$ cat src/rtl/cell_scan_pkg.sv
package cell_scan_pkg;

   typedef enum logic [2:0] {
      SC_IDLE   = 3'd0,
      SC_LAUNCH = 3'd1,
      SC_WAIT   = 3'd2,
      SC_STEP   = 3'd3,
      SC_DONE   = 3'd4
   } scan_state_t;

   function automatic int idx_width(input int n);
      return (n > 1) ? $clog2(n) : 1;
   endfunction

endpackage

$ cat src/rtl/onehot_dec.sv
module onehot_dec #(
   parameter int N = 32,
   parameter int W = cell_scan_pkg::idx_width(N)
) (
   input  logic [W-1:0] idx,
   input  logic         en,
   output logic [N-1:0] sel
);
   initial begin
      assert (N >= 1) else $error("onehot_dec: N must be at least 1");
      assert (W >= cell_scan_pkg::idx_width(N)) else $error("onehot_dec: W too narrow");
   end

   for (genvar i = 0; i < N; i++) begin : g_line
      assign sel[i] = en && (idx == W'(i));
   end
endmodule

$ cat src/rtl/scan_addr_counter.sv
module scan_addr_counter #(
   parameter int ROWS     = 32,
   parameter int COLS     = 32,
   parameter int CHAL_W   = 5,
   parameter int NUM_CHAL = 2 ** CHAL_W,
   localparam int ROW_W   = cell_scan_pkg::idx_width(ROWS),
   localparam int COL_W   = cell_scan_pkg::idx_width(COLS)
) (
   input  logic              clk,
   input  logic              rst_n,
   input  logic              clear,
   input  logic              advance,
   output logic [ROW_W-1:0]  row,
   output logic [COL_W-1:0]  col,
   output logic [CHAL_W-1:0] chal,
   output logic              last_all
);
   localparam logic [ROW_W-1:0]  ROW_MAX  = ROW_W'(ROWS - 1);
   localparam logic [COL_W-1:0]  COL_MAX  = COL_W'(COLS - 1);
   localparam logic [CHAL_W-1:0] CHAL_MAX = CHAL_W'(NUM_CHAL - 1);

   logic col_last, row_last, chal_last;

   assign col_last  = (col == COL_MAX);
   assign row_last  = (row == ROW_MAX);
   assign chal_last = (chal == CHAL_MAX);
   assign last_all  = col_last && row_last && chal_last;

   always_ff @(posedge clk) begin
      if (!rst_n || clear) begin
         row  <= '0;
         col  <= '0;
         chal <= '0;
      end else if (advance) begin
         if (!col_last) begin
            col <= col + COL_W'(1);
         end else begin
            col <= '0;
            if (!row_last) begin
               row <= row + ROW_W'(1);
            end else begin
               row <= '0;
               chal <= chal_last ? '0 : chal + CHAL_W'(1);
            end
         end
      end
   end

   // column steps inside a row
   assert_col_step_R6: assert property (@(posedge clk) disable iff (!rst_n)
      (advance && !clear && !col_last) |=> (col == $past(col) + COL_W'(1)) && $stable(row) && $stable(chal));

   // row steps after the last column
   assert_row_step_R6: assert property (@(posedge clk) disable iff (!rst_n)
      (advance && !clear && col_last && !row_last) |=> (col == '0) && (row == $past(row) + ROW_W'(1)) && $stable(chal));

   // challenge steps after the last cell
   assert_chal_step_R7: assert property (@(posedge clk) disable iff (!rst_n)
      (advance && !clear && col_last && row_last && !chal_last) |=>
         (col == '0) && (row == '0) && (chal == $past(chal) + CHAL_W'(1)));

   // no movement without a step request
   assert_hold_R5: assert property (@(posedge clk) disable iff (!rst_n)
      (!advance && !clear) |=> $stable(row) && $stable(col) && $stable(chal));
endmodule

$ cat src/rtl/err_combiner.sv
module err_combiner #(
   parameter int ROWS = 32,
   parameter int COLS = 32,
   parameter bit MASK = 1'b1
) (
   input  logic [ROWS*COLS-1:0] cell_err,
   input  logic [ROWS-1:0]      row_en,
   input  logic [COLS-1:0]      col_en,
   output logic                 err_any
);
   logic [ROWS*COLS-1:0] gated;

   if (MASK) begin : g_masked
      for (genvar r = 0; r < ROWS; r++) begin : g_row
         for (genvar c = 0; c < COLS; c++) begin : g_col
            assign gated[r*COLS+c] = cell_err[r*COLS+c] & row_en[r] & col_en[c];
         end
      end
   end else begin : g_plain
      assign gated = cell_err;
   end

   assign err_any = |gated;
endmodule

$ cat src/rtl/cell_scan_ctrl.sv
module cell_scan_ctrl #(
   parameter int ROWS     = 32,
   parameter int COLS     = 32,
   parameter int CHAL_W   = 5,
   parameter int NUM_CHAL = 2 ** CHAL_W,
   parameter bit MASK     = 1'b1,
   localparam int ROW_W   = cell_scan_pkg::idx_width(ROWS),
   localparam int COL_W   = cell_scan_pkg::idx_width(COLS),
   localparam int CELLS   = ROWS * COLS
) (
   input  logic              clk,
   input  logic              rst_n,
   input  logic              start,
   input  logic              sweep_done,
   input  logic [CELLS-1:0]  cell_err,
   output logic              sweep_req,
   output logic [ROWS-1:0]   row_en,
   output logic [COLS-1:0]   col_en,
   output logic [ROW_W-1:0]  row_idx,
   output logic [COL_W-1:0]  col_idx,
   output logic [CHAL_W-1:0] challenge,
   output logic              err_any,
   output logic              scan_done
);
   import cell_scan_pkg::*;

   initial begin
      assert (ROWS >= 1 && COLS >= 1) else $error("cell_scan_ctrl: empty array");
      assert (CHAL_W >= 1) else $error("cell_scan_ctrl: CHAL_W must be positive");
      assert (NUM_CHAL >= 1 && NUM_CHAL <= 2 ** CHAL_W)
         else $error("cell_scan_ctrl: NUM_CHAL out of range");
   end

   scan_state_t state, state_nx;
   logic        clear, advance, last_all, selecting;

   always_comb begin
      state_nx = state;
      unique case (state)
         SC_IDLE:   if (start) state_nx = SC_LAUNCH;
         SC_LAUNCH: state_nx = SC_WAIT;
         SC_WAIT:   if (sweep_done) state_nx = SC_STEP;
         SC_STEP:   state_nx = last_all ? SC_DONE : SC_LAUNCH;
         SC_DONE:   if (start) state_nx = SC_LAUNCH;
         default:   state_nx = SC_IDLE;
      endcase
   end

   always_ff @(posedge clk) begin
      if (!rst_n) state <= SC_IDLE;
      else        state <= state_nx;
   end

   assign clear     = ((state == SC_IDLE) || (state == SC_DONE)) && start;
   assign advance   = (state == SC_STEP);
   assign selecting = (state == SC_LAUNCH) || (state == SC_WAIT);
   assign sweep_req = (state == SC_LAUNCH);
   assign scan_done = (state == SC_DONE);

   scan_addr_counter #(
      .ROWS(ROWS), .COLS(COLS), .CHAL_W(CHAL_W), .NUM_CHAL(NUM_CHAL)
   ) i_counter (
      .clk(clk), .rst_n(rst_n), .clear(clear), .advance(advance),
      .row(row_idx), .col(col_idx), .chal(challenge), .last_all(last_all)
   );

   onehot_dec #(.N(ROWS), .W(ROW_W)) i_row_dec (
      .idx(row_idx), .en(selecting), .sel(row_en)
   );

   onehot_dec #(.N(COLS), .W(COL_W)) i_col_dec (
      .idx(col_idx), .en(selecting), .sel(col_en)
   );

   err_combiner #(.ROWS(ROWS), .COLS(COLS), .MASK(MASK)) i_err (
      .cell_err(cell_err), .row_en(row_en), .col_en(col_en), .err_any(err_any)
   );

   // sweep request lasts one cycle
   assert_req_pulse_R3: assert property (@(posedge clk) disable iff (!rst_n)
      sweep_req |=> !sweep_req);

   // one row and one column together, or none at all
   assert_onehot_R4: assert property (@(posedge clk) disable iff (!rst_n)
      (row_en != '0 || col_en != '0) |-> ($countones(row_en) == 1) && ($countones(col_en) == 1));

   // enables idle outside a sweep
   assert_idle_en_R4: assert property (@(posedge clk) disable iff (!rst_n)
      (scan_done || (state == SC_STEP)) |-> (row_en == '0) && (col_en == '0));

   // address held while waiting on the sweep engine
   assert_stable_R5: assert property (@(posedge clk) disable iff (!rst_n)
      (state == SC_WAIT && !sweep_done) |=> $stable(row_idx) && $stable(col_idx) && $stable(challenge));

   // finished state holds without a new start
   assert_done_hold_R8: assert property (@(posedge clk) disable iff (!rst_n)
      (scan_done && !start) |=> scan_done && !sweep_req);

   // start while busy does not restart
   assert_busy_start_R10: assert property (@(posedge clk) disable iff (!rst_n)
      (state == SC_WAIT && start && !sweep_done) |=> (state == SC_WAIT));

   // no merged error without a selected cell
   assert_quiet_R9: assert property (@(posedge clk) disable iff (!rst_n)
      (MASK && !selecting) |-> !err_any);
endmodule

$ cat config.mk
export PLATFORM = sky130hd
export DESIGN_NAME = cell_scan_ctrl
export DESIGN_NICKNAME = d
export VERILOG_FILES = /design/src/rtl/cell_scan_pkg.sv /design/src/rtl/onehot_dec.sv /design/src/rtl/scan_addr_counter.sv /design/src/rtl/err_combiner.sv /design/src/rtl/cell_scan_ctrl.sv
export SDC_FILE = /design/constraint.sdc
export NUM_CORES = 1
export LEC_CHECK = 0
export ABC_CLOCK_PERIOD_IN_PS = 4600
export BUFFER_PORTS_ARGS = -buffer_cell sky130_fd_sc_hd__buf_2
export CAP_MARGIN = 25
export CORE_AREA = 2 2 438 440
export DETAILED_ROUTE_END_ITERATION = 8
export DIE_AREA = 0 0 440 442
export MAX_ROUTING_LAYER = met4
export PLACE_DENSITY_LB_ADDON = 0.15
export SETUP_SLACK_MARGIN = 0.05
export SYNTH_ARGS = -nofsm -noshare
export SYNTH_HDL_FRONTEND = slang
export SYNTH_SLANG_ARGS = --single-unit
$ cat constraint.sdc
create_clock -name clk -period 4.6 [get_ports clk]
set_input_delay 0.92 -clock clk [delete_from_list [all_inputs] [get_ports clk]]
set_output_delay 0.92 -clock clk [all_outputs]
set_load 0.03 [all_outputs]
; Yosys cells after proc, flatten, opt, wreduce, memory -nomap -nowiden
; Index checks and enable logic that the tools add are counted.
[totals]
ff_bits = 18
in_bits = 1028
out_inout_bits = 82
word_cells = 2210
[classes]
n_addsub = 3
eq_ne = 69
muxes = 7
bitwise_logic = 2048
n_reduce_logical = 79
[ops]
columns = op, n
row1 = 1-bit bitwise AND, 2048
row2 = 1024-bit OR reduction, 1
row3 = "5-bit equality test, second input constant", 33
row4 = "5-bit by 4-bit equality test with 1-bit output, second input constant", 16
row5 = 1-bit logical AND, 67
row6 = "5-bit by 3-bit equality test with 1-bit output, second input constant", 8
row7 = "5-bit by 2-bit equality test with 1-bit output, second input constant", 4
row8 = "5-bit by 1-bit adder with 5-bit output, second input constant", 3
row9 = 5-bit two-way mux, 3
row10 = 3-bit one-hot mux with 4 select lines, 1
row11 = "5-bit by 1-bit equality test with 1-bit output, second input constant", 2
row12 = 5-bit zero test, 2
row13 = 3-bit two-way mux, 3
row14 = "3-bit by 2-bit equality test with 1-bit output, second input constant", 2
row15 = 2-bit AND reduction, 2
row16 = "3-bit by 1-bit equality test with 1-bit output, second input constant", 1
row17 = "3-bit equality test, second input constant", 1
row18 = 3-bit zero test, 1
row19 = 1-bit logical OR, 3
row20 = 3-bit AND reduction, 1
row21 = "2-bit by 1-bit != test with 1-bit output, second input constant", 1
row22 = "2-bit != test, second input constant", 1
row23 = 2-bit OR reduction, 1
row24 = 1-bit zero test, 1

; Longest topological paths before layout
; Gate-level depths: netlist (run 1).
[depth]
word_depth = 6
mapped_depth = 18
mapped_depth_nobuf = 11

; Hierarchy
; From an unflattened synthesis (run 1), not the netlist that was laid out.
[hier_totals]
hier_cells = 974
area_unflattened_um2 = 7094.3
[by_module_without_submodules]
columns = mod, n_inst, cells_each, area_per_inst_um2, seq_area_each_um2
row1 = err_combiner, 1, 779, 5708.0, 0.0
row2 = scan_addr_counter, 1, 82, 752.0, 300.3
row3 = onehot_dec, 2, 47, 234.0, 0.0
row4 = cell_scan_ctrl, 1, 19, 166.4, 60.1

; Worst setup path before layout (run 1)
; No wires, ideal clock.
[synth_timing]
path_type = register -> output
startpoint = register i_counter.col[0]
endpoint = output port err_any
arrival_time_ps = 4144
required_time_ps = 3680
setup_slack_ps = -464
stages_incl_launch_ff = 17
path_buffers = 6
cell_sequence = dfxtp_1 ha_1 clkbuf_1 clkbuf_1 buf_1 clkbuf_1 and3_1 ha_1 clkbuf_1 clkbuf_1 a22oi_1 o2bb2ai_1 a2111oi_0 nand4_1 a2111oi_0 nand4_1 or4_1
[synth_between]
elab_chain_len = 4
[synth_rtl]
columns = element, line_no
row1 = from (decl), scan_addr_counter.sv:14  ; output logic [COL_W-1:0] col,
row2 = from (signal assigned), scan_addr_counter.sv:36  ; col <= col + COL_W'(1);
row3 = "5-bit by 1-bit equality test with 1-bit output, or another cell as far along", onehot_dec.sv:15  ; assign sel[i] = en && (idx == W'(i));
row4 = 1-bit logical AND, onehot_dec.sv:15
row5 = 1-bit bitwise AND, err_combiner.sv:16  ; assign gated[r*COLS+c] = cell_err[r*COLS+c] & row_en[r] & col_en[c];
row6 = 1024-bit OR reduction (*), err_combiner.sv:23  ; assign err_any = |gated;
row7 = to (decl), cell_scan_ctrl.sv:22  ; output logic err_any,
; Every way passes the cells marked *; elsewhere a longest branch is shown, timed or not.

; Final worst setup path (run 1)
; Same ends and word-level chain as after synthesis.

==> results of run 1 <==
-- placed cells by master, fill, tap and decap left out, types with 10 or more instances in the layout --
cell type  instances
o2111ai_1         18
a21oi_1           25
buf_4            446
a221oi_1          19
mux2_2            20
mux2i_1           52
inv_1             28
a2111oi_2         10
o21ai_0           10
a22oi_1          206
nor2_1            44
diode_2           48
nor3_2            10
nand4_1          117
o22ai_1           61
nor3_1            27
and3b_1           10
a31oi_1           14
buf_2           1103
dfxtp_1           12
a222oi_1          16
buf_12            78
and4_1            26
nand2_1           54
and3_1            24
nand3_1           53
a22o_1            76
and2_1            11
-- flip-flops by register name (all words and copies together) (netlist names) --
signal / count
i_counter.chal: 5
i_counter.col: 5
i_counter.row: 5
state: 3
-- routing by layer --
layer / wire, microns / vias to the layer above / global-route usage / share of wire
met5: 0 / - / - / 0
met4: 3680 / 0 / 0.0248 / 0.017
met3: 12200 / 120 / 0.0276 / 0.056
met2: 112000 / 1108 / 0.395 / 0.52
met1: 89200 / 10500 / 0.264 / 0.41
li1: - / 8693 / - / -
-- cell type report --
class                      count  area share
clock buffer                   4     0.00382
timing repair buffer        1638       0.454
tap                         2511       0.135
multi-input combinational   1122       0.380
sequential                    18      0.0165
antenna                       48     0.00516
inverter                      31     0.00511
-- through the flow --
step | util | std cells | setup slack [ns] | hold slack [ns]
after global placement | 0.118 | 5299 | -1.14 | 0.492
final | 0.123 | 5372 | -0.616 | 0.498
after global routing | 0.123 | 5361 | -0.645 | 0.527
after detailed placement | 0.119 | 5301 | -1.04 | 0.492
after floorplan | - | 1337 | 0.0712 | 0.533
after CTS | 0.122 | 5320 | -0.632 | 0.506
-- worst register-to-register path: stages, from the launching register on --
cell and delay [ns]:
dfxtp_4 0.39, ha_4 0.22, and3_4 0.24, ha_4 0.29, buf_12 0.21, buf_12 0.17, buf_4 0.20, nand2_1 0.27
or4b_2 0.69, a21oi_1 0.15
-- worst paths after layout --
path | to | slack, ns | cells after the start
worst max register to register | i_counter.row[2] | 1.68 | 9
worst min register to register | i_counter.chal[4] | 0.50 | 2
worst max-delay path | err_any | -0.62 | 15
worst min-delay path | i_counter.chal[4] | 0.50 | 2
-- logic make-up after synthesis --
family	count (synthesis)	synth area share
compound gates	560	0.468
xor+xnor	4	0.00459
fa+ha+maj	14	0.0189
buf+inv	197	0.0887
flops	18	0.0389
mux	77	0.0899
simple gates	467	0.291
-- where the power goes --
group          switching, mW  internal [mW]  total (mW)
combinational          0.960          0.691        1.65
sequential           0.00600          0.156       0.162
clock                 0.0944          0.134       0.228
total                   1.06          0.981        2.04
-- timing repair --
| item | 4_1_cts | 5_1_grt |
|---|---|---|
| gates resized for setup | 71 | 16 |
| hold buffers | 0 | 0 |
| hold endpoints to repair | 0 | 0 |
| endpoints found under the setup margin | 1 | 1 |
| buffers inserted | 15 | 5 |
| pin swaps | 24 | 14 |
| cloned | 0 | 0 |
==> metrics.md, run 1 <==
| Metric | Value |
|---|---|
| EDFF count, synth | 0 |
| CTS Buffer Depth | 2 |
| Share of layout cells above drive strength 1 | 0.636 |
| Fin crit period | 5.22 ns |
| Synthesized cell area | 9270 sq um |
| Syn. warnings | 0 |
| Total Routing Usage GR | 0.219 |
| Critical path class | reg2out |
| Area growth, synth to finish | 151% |
| Fin area | 23300 sq um |
| CP max stage cell | or4_4 |
| Critical Path End Type | output pin |
| Critical Path RT | 3.68 ns |
| Max-cap viol count | 0 |
| Area leader, netlist | a22oi_1 |
| Vias/cell | 3.80 |
| WP data arrival | 4.30 ns |
| Port Buf Inserts | 1109 |
| Slowest cell delay on critical path | 0.56 ns |
| DRT Pass-1 Iters | 8 |
| DRC Markers | 0 |
| Slew Limit Headroom | 0.311 |
| Post-Syn Nets | 2379 |
| Leak | 10.2 nW |
| WL final | 217 mm |
| Post-route ant nets | 0 |
| FMAX | 0.192 GHz |
| Worst hold path class | reg2reg |
| Min-delay src | i_counter.chal[4] |
| Synth top area share | 0.172 |
| Fillers | 22200 |
| Crit path from | i_counter.col[0] |
| CTS H-Tree Depth | 1 |
| Commonest cells post-synth | a22oi_1 (213), nand4_1 (117), clkbuf_1 (110), a22o_1 (77), o22ai_1 (61) |
| Rows | 160 |
| Crit-path cells | ha_4 > and3_4 > ha_4 > buf_12 > a22o_1 > nand3_1 > o2111ai_1 > a2111oi_2 > buf_4 > a21boi_1 > a2111oi_4 > buf_4 > o2111ai_1 > or4_4 > buf_6 |
| Cts bufs inserted | 3 |
| Pwr/cell area | 87.7 nW/um^2 |
| Routed len/inst | 40.4 microns |
| Failing checks | negative setup slack |
| Seq cells post-synth | 18 |
| Unique masters post-synth | 71 |
| RR Startpoint | i_counter.col[0] |
| Avg Inst Size Synth | 6.93 sq um |
| Cells after synthesis | 1337 |
| RePlAce Congestion | 0.909 |
| Dominant cells by area after synthesis | a22oi_1 (17%), nand4_1 (7.9%), a22o_1 (7.3%), mux2i_1 (5.8%), clkbuf_1 (4.5%) |
| Final period utilization | 1.13 |
| HPWL Detailed | 196 mm |
| Worst Slack Setup Final | -0.616 ns |
| Clk slew on worst S/H paths | 0.07 ns |
| Bufs and invs on worst path | 4 |
| Cell with the most instances after synthesis | a22oi_1 |
| Die ar. | 194000 sq um |
| Core ar. | 190000 sq um |
| Skew final | 0.00465 ns |
| Placed Area | 22500 sq um |
| Initial DRC count | 1852 |
| Final hold vios | 0 |
| Final nets | 3856 |
| Max-slew violations | 0 |
| Final setup vio count | 1 |
| Fin Setup TNS | -0.616 ns |
| Overall overflow remaining after global route | 0 |
| Worst Max-Slew Pin Slew | 1.03 ns |
| Initial antenna violation count | 94 |
| Post-synthesis sequential area ratio | 0.0389 |
| Primary FF master, synth | dfxtp_1 |
| CTS tree | yes |
| Num ports | 1110 |
| Ys async rst share | 0 |
| Reg area | 383 sq um |
| Status | finished, violations left |
| Height of the die | 442 microns |
| Max IR drop VDD | 0.102 mV |
| Total power | 2.04 mW |
| Root Driver | clkbuf_16 |
| Critical Path Source Type | flip-flop |
| Initial core utilization | 0.0489 |
| Vias in the first global route | 20600 |
| Largest net degree at the start of global routing | 61 |
| Critical path fanouts, max | 9 |
| Die X | 440 microns |
| Multi-input logic area | 8850 sq um |
| Worst skew pair latency | 0.28 ns |
| RSZ-0062 raised after global routing | yes |
| First-pass GRT wire length | 260 mm |
| Clk sinks | 18 |
| Top delay family on crit path | compound AO/OA/AOI/OAI gates |
| Vias | 20400 |
(Power assumes the default switching activity.)
==> run 2, diff against run 1 <==
--- a/config.mk
+++ b/config.mk
@@ -8,9 +8,11 @@
 export ABC_CLOCK_PERIOD_IN_PS = 4600
 export BUFFER_PORTS_ARGS = -buffer_cell sky130_fd_sc_hd__buf_2
 export CAP_MARGIN = 25
-export CORE_AREA = 2 2 438 440
+export CELL_PAD_IN_SITES_DETAIL_PLACEMENT = 1
+export CELL_PAD_IN_SITES_GLOBAL_PLACEMENT = 1
+export CORE_AREA = 2 2 427 429
 export DETAILED_ROUTE_END_ITERATION = 8
-export DIE_AREA = 0 0 440 442
+export DIE_AREA = 0 0 429 431
 export MAX_ROUTING_LAYER = met4
 export PLACE_DENSITY_LB_ADDON = 0.15
 export SETUP_SLACK_MARGIN = 0.05
==> run 2 against run 1 <==
The run still ends with negative setup slack left; sequential share of layout area about the same; core utilization increased by 0.27 points; via count decreased by 2.5%; combinational power about the same; flip-flop and latch count unchanged; critical path depth decreased by 1; largest power group unchanged.
==> metrics.md, run 2 (synthesis results as in run 1) <==
| Metric | Value |
|---|---|
| Status | finished, violations left |
| Failing checks | negative setup slack |
| DRT Pass-1 Iters | 5 |
| Seq pwr share | 0.081 |
| Largest regs | i_counter.chal (5), i_counter.col (5), i_counter.row (5) |
| Initial core utilization | 0.0515 |
| Clk pwr share | 0.108 |
| Critical Path RT | 3.68 ns |
| Largest net degree at the start of global routing | 76 |
| Commonest non-fill, non-tap cells in the layout | buf_2 (1105), buf_4 (430), a22oi_1 (194) |
| Logic pwr share | 0.811 |
| Die X | 429 microns |
| Clk sinks | 18 |
| Max IR drop VDD | 0.0933 mV |
| Vias/cell | 3.83 |
| Fin crit period | 5.14 ns |
| Critical Path End Type | output pin |
| Num ports | 1110 |
| CTS tree | yes |
| Critical Path Source Type | flip-flop |
| FMAX | 0.195 GHz |
| Switching share of total power | 0.514 |
| Overall overflow remaining after global route | 0 |
| Max-cap viol count | 0 |
| Final hold vios | 0 |
| Slew Limit Headroom | 0.416 |
| Total Routing Usage GR | 0.227 |
| DRC Markers | 0 |
| RePlAce Congestion | 0.892 |
| Total power | 2.00 mW |
| Fin Setup TNS | -0.540 ns |
| Critical path fanouts, max | 6 |
| First-pass GRT wire length | 261 mm |
| Final nets | 3825 |
| Reg2Reg Setup Slack | 1.65 ns |
| NetSw | 1.03 mW |
| Area growth, synth to finish | 144% |
| Post-route ant nets | 0 |
| Vias | 19900 |
| Setup WS pre-CTS | -0.952 ns |
| CP max stage cell | or4_4 |
| Vias in the first global route | 21200 |
| HPWL Detailed | 189 mm |
| Slowest cell delay on critical path | 0.55 ns |
| RR Startpoint | i_counter.col[3] |
| Pwr/cell area | 88.7 nW/um^2 |
| Final core occ | 0.125 |
| Port Buf Inserts | 1109 |
| Internal power | 0.974 mW |
| Height of the die | 431 microns |
| Final period utilization | 1.12 |
| Worst Max-Slew Pin Slew | 0.872 ns |
| Min-delay src | i_counter.chal[4] |
| Clk slew on worst S/H paths | 0.07 ns |
| WP data arrival | 4.22 ns |
| Rows | 156 |
| Most common cell after layout, fill and taps aside | buf_2 |
| Final setup vio count | 1 |
| Share of layout cells above drive strength 1 | 0.639 |
| Fillers | 21800 |
| R2r endpoint | i_counter.row[2] |
| Crit-path cells | buf_4 > ha_4 > buf_6 > buf_4 > a22oi_1 > a211oi_1 > o21ai_1 > o2111ai_4 > o31a_1 > a2111oi_4 > buf_4 > o2111ai_1 > or4_4 > buf_6 |
| Cell repeated most along the worst path | buf_4 |
| Initial antenna violation count | 109 |
| Initial DRC count | 1506 |
| Routed len/inst | 41.0 microns |
| Cts bufs inserted | 3 |
| Worst skew pair latency | 0.27 ns |
| Critical path class | reg2out |
| R2R depth | 8 |
| Skew final | 0.00444 ns |
| Max-slew violations | 0 |
| RSZ-0062 raised after global routing | yes |
| Post-cts hold buffer count | 0 |
| WL final | 213 mm |
| CTS Buffer Depth | 2 |
| Worst Slack Setup Final | -0.540 ns |
| Worst hold path class | reg2reg |
| Hold path endpoint | i_counter.chal[4] |
| CTS H-Tree Depth | 1 |
| Root Driver | clkbuf_16 |
| Hold Slack | 0.498 ns |
| Die ar. | 185000 sq um |
| Core ar. | 180000 sq um |
| Worst hold stages | 2 |
| Leak | 9.90 nW |
[run 2: layer usage]
metal	share of wire	up-vias	GRT usage
li1	-	8612	-
met1	0.42	10200	0.275
met2	0.51	964	0.405
met3	0.052	158	0.0334
met4	0.019	0	0.0308
met5	0	-	-
[run 2: how the worst max path moves through the flow]
stage	startpoint	to	slack, ns	cells after the start
detailed placement	i_counter.col[0]	err_any	-0.95	15
finish	i_counter.col[1]	err_any	-0.54	14
CTS	i_counter.col[0]	err_any	-0.56	15
global route	i_counter.col[0]	err_any	-0.63	14
global placement	i_counter.col[0]	err_any	-1.04	15
floorplan	i_counter.col[2]	err_any	0.07	16
[run 2: power by group through the flow]
stage,clock [mW],combinational (mW),sequential (mW)
3_3_place_gp,0,1.60,0.166
4_1_cts,0.225,1.64,0.163
2_1_floorplan,0,0.379,0.163
5_1_grt,0.230,1.71,0.163
6_report,0.216,1.63,0.163
3_5_place_dp,0,1.60,0.166
[run 2: cell type report]
class | instances | area [sq um] | area share
multi-input cells | 1122 | 8940 | 0.396
clock buffers | 4 | 88.8 | 0.00393
inverters | 31 | 119 | 0.00526
well taps | 2370 | 2970 | 0.131
diodes | 40 | 100 | 0.00443
repair buffers | 1607 | 10000 | 0.443
flip-flops and latches | 18 | 383 | 0.0169
[run 2: critical path: cells and delay by family (launching register included)]
kind,cells,cell delay (ns)
DFF,1,0.37
AOI/OAI and AO/OA,7,1.98
and+or+nand+nor,1,0.55
adders and majority gates,1,0.21
buffers and inverters,5,0.82
[run 2: per-stage QoR]
step / cell area (sq um) / cells
4_1_cts: 22400 / 5152
6_report: 22600 / 5192
3_3_place_gp: 21600 / 5125
2_1_floorplan: 9470 / 1337
3_5_place_dp: 21600 / 5126
5_1_grt: 22600 / 5183
[run 2: timing repair]
item | in CTS | in global routing
setup endpoints to repair | 1 | 1
setup buffers | 22 | 1
pin swaps | 32 | 23
gates resized for setup | 109 | 25
